===== src/rtl/aud_tx_pkg.sv =====
package aud_tx_pkg;

  typedef enum logic {
    CH_LEFT  = 1'b0,
    CH_RIGHT = 1'b1
  } aud_ch_e;

  // Effective sample width: out-of-range fields fall back to the slot size.
  function automatic int unsigned eff_width(input int unsigned field,
                                            input int unsigned max_w);
    if (field == 0 || field > max_w) return max_w;
    return field;
  endfunction

  // Bit sent at position idx (0 = first) of a slot carrying a width-bit word.
  function automatic logic slot_bit(input logic [63:0] word,
                                    input int unsigned width,
                                    input int unsigned idx);
    if (idx < width) return word[width-1-idx];
    return 1'b0;
  endfunction

  // Terminal count of the master divider; 0 means a strobe every cycle.
  function automatic int unsigned div_limit(input logic en,
                                            input int unsigned presc);
    if (en && presc > 1) return presc - 1;
    return 0;
  endfunction

endpackage


===== src/rtl/aud_mclk_div.sv =====
module aud_mclk_div #(
  parameter int PRE_W = 8
) (
  input  logic             clk_i,
  input  logic             rst_i,
  input  logic             presc_en_i,
  input  logic [PRE_W-1:0] presc_i,
  output logic             tick_o
);
  logic [PRE_W-1:0] cnt_q;
  logic [PRE_W-1:0] lim;

  always_comb begin
    lim    = PRE_W'(aud_tx_pkg::div_limit(presc_en_i, 32'(presc_i)));
    tick_o = (cnt_q >= lim);
  end

  always_ff @(posedge clk_i) begin
    if (rst_i)       cnt_q <= '0;
    else if (tick_o) cnt_q <= '0;
    else             cnt_q <= cnt_q + PRE_W'(1);
  end


  div_gap_chk: assert property (@(posedge clk_i) disable iff (rst_i)
    (tick_o && presc_en_i && presc_i > PRE_W'(1)) |=>
      (!tick_o || !$stable(presc_i) || !$stable(presc_en_i)));


  bypass_tick_chk: assert property (@(posedge clk_i) disable iff (rst_i)
    (!presc_en_i && $past(!presc_en_i)) |-> tick_o);

endmodule


===== src/rtl/aud_bit_timer.sv =====
module aud_bit_timer #(
  parameter int BCLK_DIV  = 4,
  parameter int SLOT_BITS = 32,
  localparam int BC_W  = $clog2(BCLK_DIV),
  localparam int POS_W = $clog2(2 * SLOT_BITS)
) (
  input  logic             clk_i,
  input  logic             rst_i,
  input  logic             tick_i,
  output logic             bclk_o,
  output logic             ws_o,
  output logic             fall_o,
  output logic [POS_W-1:0] nxt_pos_o
);
  logic [BC_W-1:0]  bcnt_q;
  logic [POS_W-1:0] pos_q;

  always_comb begin
    fall_o    = tick_i && (bcnt_q == BC_W'(BCLK_DIV - 1));
    bclk_o    = (bcnt_q >= BC_W'(BCLK_DIV / 2));
    nxt_pos_o = pos_q + POS_W'(1);
    ws_o      = pos_q[POS_W-1];
  end

  always_ff @(posedge clk_i) begin
    if (rst_i) begin
      bcnt_q <= '0;
      pos_q  <= '0;
    end else if (tick_i) begin
      bcnt_q <= fall_o ? '0 : bcnt_q + BC_W'(1);
      if (fall_o) pos_q <= nxt_pos_o;
    end
  end


  bclk_fall_chk: assert property (@(posedge clk_i) disable iff (rst_i)
    $fell(bclk_o) |-> $past(tick_i));


  ws_step_chk: assert property (@(posedge clk_i) disable iff (rst_i)
    !$stable(ws_o) |-> $past(fall_o));

endmodule


===== src/rtl/aud_sample_ctl.sv =====
module aud_sample_ctl #(
  parameter int SLOT_BITS = 32,
  parameter int WID_W     = 6,
  parameter int POS_W     = 6,
  localparam int B_W = POS_W - 1
) (
  input  logic                 clk_i,
  input  logic                 rst_i,
  input  logic                 fall_i,
  input  logic [POS_W-1:0]     nxt_pos_i,
  input  logic                 tx_en_i,
  input  logic                 mono_i,
  input  logic [WID_W-1:0]     width_i,
  input  logic                 smp_valid_i,
  input  logic [SLOT_BITS-1:0] smp_data_i,
  output logic                 smp_pop_o,
  output logic                 lr_next_o,
  output logic                 sd_o
);
  import aud_tx_pkg::*;

  logic [POS_W-1:0]     slot_pos;
  logic [B_W-1:0]       bit_idx;
  aud_ch_e              ch;
  logic                 ch_start;
  logic                 claim;
  aud_ch_e              lr_q;
  logic [SLOT_BITS-1:0] word_q, word_nx;
  logic                 bit_nx;
  int unsigned          eff_w;

  always_comb begin
    slot_pos  = nxt_pos_i - POS_W'(1);
    bit_idx   = slot_pos[B_W-1:0];
    ch        = aud_ch_e'(slot_pos[POS_W-1]);
    ch_start  = fall_i && (bit_idx == '0);
    claim     = tx_en_i && ch_start &&
                (mono_i ? (ch == CH_LEFT) : (ch == lr_q));
    smp_pop_o = claim && smp_valid_i;
    lr_next_o = (lr_q == CH_RIGHT);

    word_nx = word_q;
    if (ch_start) begin
      if (!tx_en_i)                     word_nx = '0;
      else if (smp_pop_o)               word_nx = smp_data_i;
      else if (mono_i && ch == CH_RIGHT) word_nx = word_q;
      else                              word_nx = '0;
    end

    eff_w  = eff_width(32'(width_i), SLOT_BITS);
    bit_nx = tx_en_i && slot_bit(64'(word_nx), eff_w, 32'(bit_idx));
  end

  always_ff @(posedge clk_i) begin
    if (rst_i) begin
      word_q <= '0;
      sd_o   <= 1'b0;
      lr_q   <= CH_LEFT;
    end else if (fall_i) begin
      word_q <= word_nx;
      sd_o   <= bit_nx;
      if (smp_pop_o && !mono_i)
        lr_q <= (lr_q == CH_LEFT) ? CH_RIGHT : CH_LEFT;
    end
  end


  pop_valid_chk: assert property (@(posedge clk_i) disable iff (rst_i)
    smp_pop_o |-> (smp_valid_i && tx_en_i));


  pop_pulse_chk: assert property (@(posedge clk_i) disable iff (rst_i)
    smp_pop_o |=> !smp_pop_o);


  quiet_line_chk: assert property (@(posedge clk_i) disable iff (rst_i)
    (fall_i && !tx_en_i) |=> !sd_o);


  lr_flip_chk: assert property (@(posedge clk_i) disable iff (rst_i)
    (smp_pop_o && !mono_i) |=> (lr_next_o != $past(lr_next_o)));


  lr_hold_chk: assert property (@(posedge clk_i) disable iff (rst_i)
    !smp_pop_o |=> $stable(lr_next_o));


  mono_left_chk: assert property (@(posedge clk_i) disable iff (rst_i)
    (smp_pop_o && mono_i) |-> !nxt_pos_i[POS_W-1]);

endmodule


===== src/rtl/aud_tx_serializer.sv =====
module aud_tx_serializer #(
  parameter int PRE_W     = 8,
  parameter int WID_W     = 6,
  parameter int SLOT_BITS = 32,
  parameter int BCLK_DIV  = 4,
  localparam int POS_W = $clog2(2 * SLOT_BITS)
) (
  input  logic                 clk_i,
  input  logic                 rst_i,
  input  logic                 presc_en_i,
  input  logic [PRE_W-1:0]     presc_i,
  input  logic [WID_W-1:0]     width_i,
  input  logic                 mono_i,
  input  logic                 tx_en_i,
  input  logic                 smp_valid_i,
  input  logic [SLOT_BITS-1:0] smp_data_i,
  output logic                 smp_pop_o,
  output logic                 lr_next_o,
  output logic                 mclk_o,
  output logic                 bclk_o,
  output logic                 ws_o,
  output logic                 sd_o
);
  logic             mtick;
  logic             bfall;
  logic [POS_W-1:0] nxt_pos;

  aud_mclk_div #(.PRE_W(PRE_W)) u_div (
    .clk_i      (clk_i),
    .rst_i      (rst_i),
    .presc_en_i (presc_en_i),
    .presc_i    (presc_i),
    .tick_o     (mtick)
  );

  aud_bit_timer #(.BCLK_DIV(BCLK_DIV), .SLOT_BITS(SLOT_BITS)) u_tmr (
    .clk_i     (clk_i),
    .rst_i     (rst_i),
    .tick_i    (mtick),
    .bclk_o    (bclk_o),
    .ws_o      (ws_o),
    .fall_o    (bfall),
    .nxt_pos_o (nxt_pos)
  );

  aud_sample_ctl #(.SLOT_BITS(SLOT_BITS), .WID_W(WID_W), .POS_W(POS_W)) u_ctl (
    .clk_i       (clk_i),
    .rst_i       (rst_i),
    .fall_i      (bfall),
    .nxt_pos_i   (nxt_pos),
    .tx_en_i     (tx_en_i),
    .mono_i      (mono_i),
    .width_i     (width_i),
    .smp_valid_i (smp_valid_i),
    .smp_data_i  (smp_data_i),
    .smp_pop_o   (smp_pop_o),
    .lr_next_o   (lr_next_o),
    .sd_o        (sd_o)
  );

  assign mclk_o = mtick;

endmodule


===== config.mk =====
export PLATFORM = sky130hd
export DESIGN_NAME = aud_tx_serializer
export DESIGN_NICKNAME = d
export VERILOG_FILES = /design/src/rtl/aud_tx_pkg.sv /design/src/rtl/aud_mclk_div.sv /design/src/rtl/aud_bit_timer.sv /design/src/rtl/aud_sample_ctl.sv /design/src/rtl/aud_tx_serializer.sv
export SDC_FILE = /design/constraint.sdc
export NUM_CORES = 1
export LEC_CHECK = 0
export ABC_AREA = 0
export BUFFER_PORTS_ARGS = -buffer_cell sky130_fd_sc_hd__buf_2
export CORE_ASPECT_RATIO = 1.5
export CORE_MARGIN = 2
export CORE_UTILIZATION = 25
export CTS_CLUSTER_DIAMETER = 200
export CTS_CLUSTER_SIZE = 25
export DETAILED_ROUTE_END_ITERATION = 10
export SYNTH_ARGS = -nofsm -noshare
export SYNTH_HDL_FRONTEND = slang
export SYNTH_SLANG_ARGS = --single-unit

===== constraint.sdc =====
create_clock -name clk_i -period 5.1 [get_ports clk_i]
set_input_delay 0.255 -clock clk_i [delete_from_list [all_inputs] [get_ports clk_i]]
set_output_delay 0.255 -clock clk_i [all_outputs]
set_load 0.05 [all_outputs]

# Word level (Yosys, flattened, before mapping)
# Index checks and enable logic that the tools add are counted.
# W data, S select, Z words.
[op_classes]
reduce_logical = 16
n_eq_ne = 2
n_bitwise = 1
order_cmp = 6
addsub = 7
muxes = 18
[ops]
columns = ["cell", "n"]
rows = [
  ["$mux W32", 4],
  ["$lt A32 B7 Y1 const B", 1],
  ["$sub A32 B5 Y32", 1],
  ["$mux W8", 2],
  ["$mux W6", 2],
  ["$logic_and A1 B1 Y1", 9],
  ["$add A8 B1 Y8 const B", 1],
  ["$ge A8 B8 Y1", 1],
  ["$gt A8 B1 Y1 const B", 1],
  ["$mux W1", 8],
  ["$sub A8 B1 Y8 const B", 1],
  ["$sub A6 B1 Y7 const B", 1],
  ["$add A6 B1 Y6 const B", 1],
  ["$bmux W1 S6", 1],
  ["$gt A6 B6 Y1 const B", 1],
  ["$logic_not A6 Y1", 1],
  ["$lt A5 B6 Y1", 1],
  ["$sub A6 B1 Y6 const B", 1],
  ["$logic_not A5 Y1", 1],
  ["$reduce_and A2 Y1", 2],
  ["$add A2 B1 Y2 const B", 1],
  ["$eq A2 B2 Y1 const B", 1],
  ["$ge A2 B2 Y1 const B", 1],
  ["$mux W2", 1],
  ["other kinds (5)", 5],
]
[word_totals]
elab_cells = 56
out_inout_bits = 6
ff_bits = 50
input_bits = 52

# Depth between registers and ports, before layout
[depth]
word_depth = 18
mapped_depth = 19
depth_no_buf = 17

# Cells and area by module
# Synthesis repeated with hierarchy kept, for this count alone.
[hier_totals]
hier_cells = 368
area_unflattened_um2 = 3104.2
[by_module_without_submodules]
columns = ["module", "instances", "seq_area_each_um2", "cells_per_inst", "area_each_um2"]
rows = [
  ["aud_sample_ctl", 1, 680.7, 242, 2020.7],
  ["aud_mclk_div", 1, 160.2, 78, 663.1],
  ["aud_bit_timer", 1, 160.2, 48, 420.4],
]

# Worst setup path after synthesis
# Ideal clock, no wire load.
[synth_path]
path_kind = "in2reg"
from = "input presc_i[5]"
to = "register u_ctl.sd_o"
setup_slack_ns = 0.939
n_path_buf = 2
arrival_ns = 4.039
required_time_ns = 4.978
cell_stages = 16
setup_time_ns = 0.122
cell_sequence = "or4_1 > o41a_1 > and2_1 > ha_1 > nand2b_1 > a2111oi_2 > o32ai_2 > and4_1 > and4_1 > buf_6 > buf_12 > a22oi_1 > a211oi_1 > nor4_1 > a21oi_1 > o311a_1"
[synth_via]
elab_chain_len = 18
word_cells_on_any_way = 20
cone_classes = "1 x add/sub; 2 x order compare; 10 x mux; 7 x reduce/logical"
[synth_rtl]
columns = ["element", "line_no", "source"]
rows = [
  ["start: declaration", "aud_tx_serializer.sv:11", "input logic [PRE_W-1:0] presc_i,"],
  ["$gt A8 B1 Y1", "aud_tx_pkg.sv:26", "if (en && presc > 1) return presc - 1;"],
  ["$logic_and A1 B1 Y1", "aud_tx_pkg.sv:26", ""],
  ["$mux W8 or $mux W1 (tied branches)", "aud_tx_pkg.sv:26", ""],
  ["$mux W8 *", "aud_tx_pkg.sv:27", "return 0;"],
  ["$ge A8 B8 Y1 *", "aud_mclk_div.sv:15", "tick_o = (cnt_q >= lim);"],
  ["$logic_and A1 B1 Y1 *", "aud_bit_timer.sv:19", "fall_o = tick_i && (bcnt_q == BC_W'(BCLK_DIV - 1));"],
  ["$logic_and A1 B1 Y1", "aud_sample_ctl.sv:36", "ch_start = fall_i && (bit_idx == '0);"],
  ["$logic_and A1 B1 Y1 (2 in a row)", "aud_sample_ctl.sv:37", "claim = tx_en_i && ch_start &&"],
  ["$logic_and A1 B1 Y1", "aud_sample_ctl.sv:39", "smp_pop_o = claim && smp_valid_i;"],
  ["$mux W32", "aud_sample_ctl.sv:45", "else if (smp_pop_o) word_nx = smp_data_i;"],
  ["$mux W32", "aud_sample_ctl.sv:44", "if (!tx_en_i) word_nx = '0;"],
  ["$mux W32", "aud_sample_ctl.sv:43", "if (ch_start) begin"],
  ["$bmux W1 S6", "aud_tx_pkg.sv:19", "if (idx < width) return word[width-1-idx];"],
  ["$mux W1 (implied by the code)", "aud_tx_pkg.sv:19", ""],
  ["$mux W1", "aud_tx_pkg.sv:19", ""],
  ["$mux W1", "aud_tx_pkg.sv:20", "return 1'b0;"],
  ["$logic_and A1 B1 Y1", "aud_sample_ctl.sv:51", "bit_nx = tx_en_i && slot_bit(64'(word_nx), eff_w, 32'(bit_idx));"],
  ["end signal: assignment", "aud_sample_ctl.sv:61", "sd_o <= bit_nx;"],
  ["end: declaration", "aud_sample_ctl.sv:18", "output logic sd_o"],
]
# Every way passes the cells marked *; elsewhere a longest branch is shown, timed or not. The select of a mux whose other input is x is not followed.
# A chain may end at the register's enable or synchronous reset.

# Worst setup path after layout
# Same ends and word-level chain as after synthesis.

==> qor.csv <==
metric,value,unit
Final Total Pwr,904,uW
Core Rows,51,
VDD IR max,0.124,mV
post-cts resize count,0,
fill cell count,1427,
prevailing post-synth register cell,dfxtp_1,
share of cells above drive strength 1,0.192,
FMAX,232,MHz
dominant cell type by area after synthesis,dfxtp_1,
Vias,2923,
syn_area_per_cell,8.47,um^2
Final Hold Fails,0,
critical path required time,5.29,ns
max-cap viol count,0,
"Arr. time, crit path",4.51,ns
CP Launch Type,input port,
Final ANT Viol Nets,0,
share of the synthesized area in the top cell type,0.301,
gr busiest metal,met2,
"Slew Viols, Final",0,
die height,145,um
Sink Count,50,
grt met2 use,0.214,
met1 Resource Use GR,0.141,
maximum root-to-sink buffer count,2,
Tcrit/Tclk final,0.847,
status,finished clean,
port bufs,57,
Synth Cell Area,3330,um^2
DRT Pass-1 Iters,5,
Avg WL per Cell,14.3,um
dpl cells,588,
total die area,14300,um^2
Crit. End Element,register,
post-synthesis sequential area ratio,0.301,
diode count,0,
clock root cell,clkbuf_16,
Hold Crit Class,in -> reg,
total wire length,8500,um
WP buf/inv,2,
GRT Overall Usage,0.120,
CP Cell Sequence,buf_2 > or4_1 > o41a_1 > and2_1 > ha_1 > nand2b_1 > a2111oi_2 > o32ai_2 > and4_1 > and4_1 > buf_4 > a22oi_1 > a211oi_1 > nor4_1 > a21oi_1 > o311a_1,
Crit Path Class,in -> reg,
final net count,515,
Most common cell on crit path,and4_1,
Hold WS,0.223,ns
CP max FO,23,
Slew HR,0.359,
clk slew on worst S/H paths,0.07,ns
CTS H-tree lvls,2,
first-pass GRT wire length,13800,um
"Net Count, Synth",472,
post-place instance area,3710,um^2
gpl congestion,0.824,
vias per inst,4.90,
num ports,58,
Worst Skew,0.00550,ns
largest net degree at the start of global routing,46,
DR DRC count,0,
Critical-path top delay cell,or4_1,
total core area,13000,um^2
Post-synth EDFFs,0,
leakage,0.00151,uW
Post-CTS Setup Bufs,0,
hold_buf cts,0,
initial cell density of the core,0.256,
DIE WIDTH,98.2,um
Detailed Place HPWL,6510,um
cell family with most CP delay,compound AO/OA/AOI/OAI gates,
number of global-route vias before repair,2832,
Area growth syn-to-layout,15.9,%
initial antenna violation count,0,
CTS Buf Count,5,
"Distinct cells, synth",57,
most instantiated cells after synthesis,"nor2_1, dfxtp_1, a22oi_1",
CTS tree,done,
final cell area excluding filler cells,3850,um^2
Synth Instances,393,
Synth Warn #,0,
Final setup viols,0,
final setup TNS,0,ns
Post-Layout Cell Count,596,
RSZ-0062 raised after global routing,no,
"Clk Latency, worst-skew pair",0.29,ns
met3 usage,0.0193,
Synth Register Bits,50,
most common cell in the netlist,nor2_1,
grt total ovfl,0,
Area contributors post-synth,"dfxtp_1, ha_1, a22oi_1",
pwr/cell area,235,nW/um^2
Least-Margin Pin Slew,0.962,ns
DRT iter0 DRCs,188,
CP max stage delay,0.57,ns
Period minus WS final,4.32,ns
asr flop ratio synth,0,
## logic make-up after synthesis
| logic type | after synthesis | share of synthesized area |
|---|---|---|
| fa+ha+maj | 27 | 0.104 |
| mux | 11 | 0.0500 |
| buf+inv | 45 | 0.0639 |
| xor+xnor | 35 | 0.0963 |
| flops | 50 | 0.301 |
| simple gates | 138 | 0.194 |
| compound gates | 87 | 0.191 |
## metrics by stage
| stage | utilization | worst slack, ns |
|---|---|---|
| 6_report | 0.296 | 0.780 |
| 2_1_floorplan | - | 0.939 |
| 3_5_place_dp | 0.285 | 0.447 |
| 5_1_grt | 0.296 | 0.431 |
| 4_1_cts | 0.296 | 0.756 |
| 3_3_place_gp | 0.285 | 0.593 |
## worst min-delay path: stages
cell and delay [ns]:
buf_2 0.08, a22oi_1 0.07, nor2_1 0.07
## state kept, by name (all words and copies together), names as in the netlist
name,flops
u_ctl.word_q,32
u_tmr.pos_q,6
u_ctl.sd_o,1
u_tmr.bcnt_q,2
u_ctl.lr_next_o,1
u_div.cnt_q,8
## where the power goes
part	total (uW)	leakage (uW)	internal (uW)	switching, uW
clock network	339	0.0000739	195	144
registers	401	0.000403	395	5.92
logic	164	0.00103	67.8	96.1
total	904	0.00151	658	246
## metal layers
metal	up-vias	part of all wire
met2	66	0.51
met5	-	0
li1	1475	-
met4	0	0.018
met3	6	0.038
met1	1376	0.43
## area by class of cell
cell class	instances	area [um^2]	area share
multi-input combinational	298	2120	0.549
sequential	50	1000	0.260
timing repair buffer	61	315	0.0818
tap	159	199	0.0516
clock buffer	7	143	0.0370
inverter	20	75.1	0.0195
clock inverter	1	5.00	0.00130
## cells in the final DEF (no fill, tap or decap), drive strengths merged, types with 3 or more instances in the layout
cell type,count
nor2b,4
inv,20
clkbuf,7
dfxtp,50
nand2b,13
mux4,4
xor2,16
a21oi,12
xnor2,18
a22oi,33
nor3,8
nand3,11
a221oi,3
o21ai,8
buf,61
mux2,5
a211oi,6
nand4,3
nor2,62
nand2,23
ha,26
a21o,5
o32ai,3
## worst paths after layout
path | from | to | slack, ns | cells past startpoint
min | smp_data_i[16] | u_ctl.word_q[16] | 0.22 | 3
max reg2reg | u_tmr.pos_q[0] | u_ctl.sd_o | 1.02 | 12
min reg2reg | u_ctl.word_q[19] | u_ctl.word_q[19] | 0.46 | 2
max | presc_i[5] | u_ctl.sd_o | 0.78 | 16
Power figures use the tool's default switching activity.
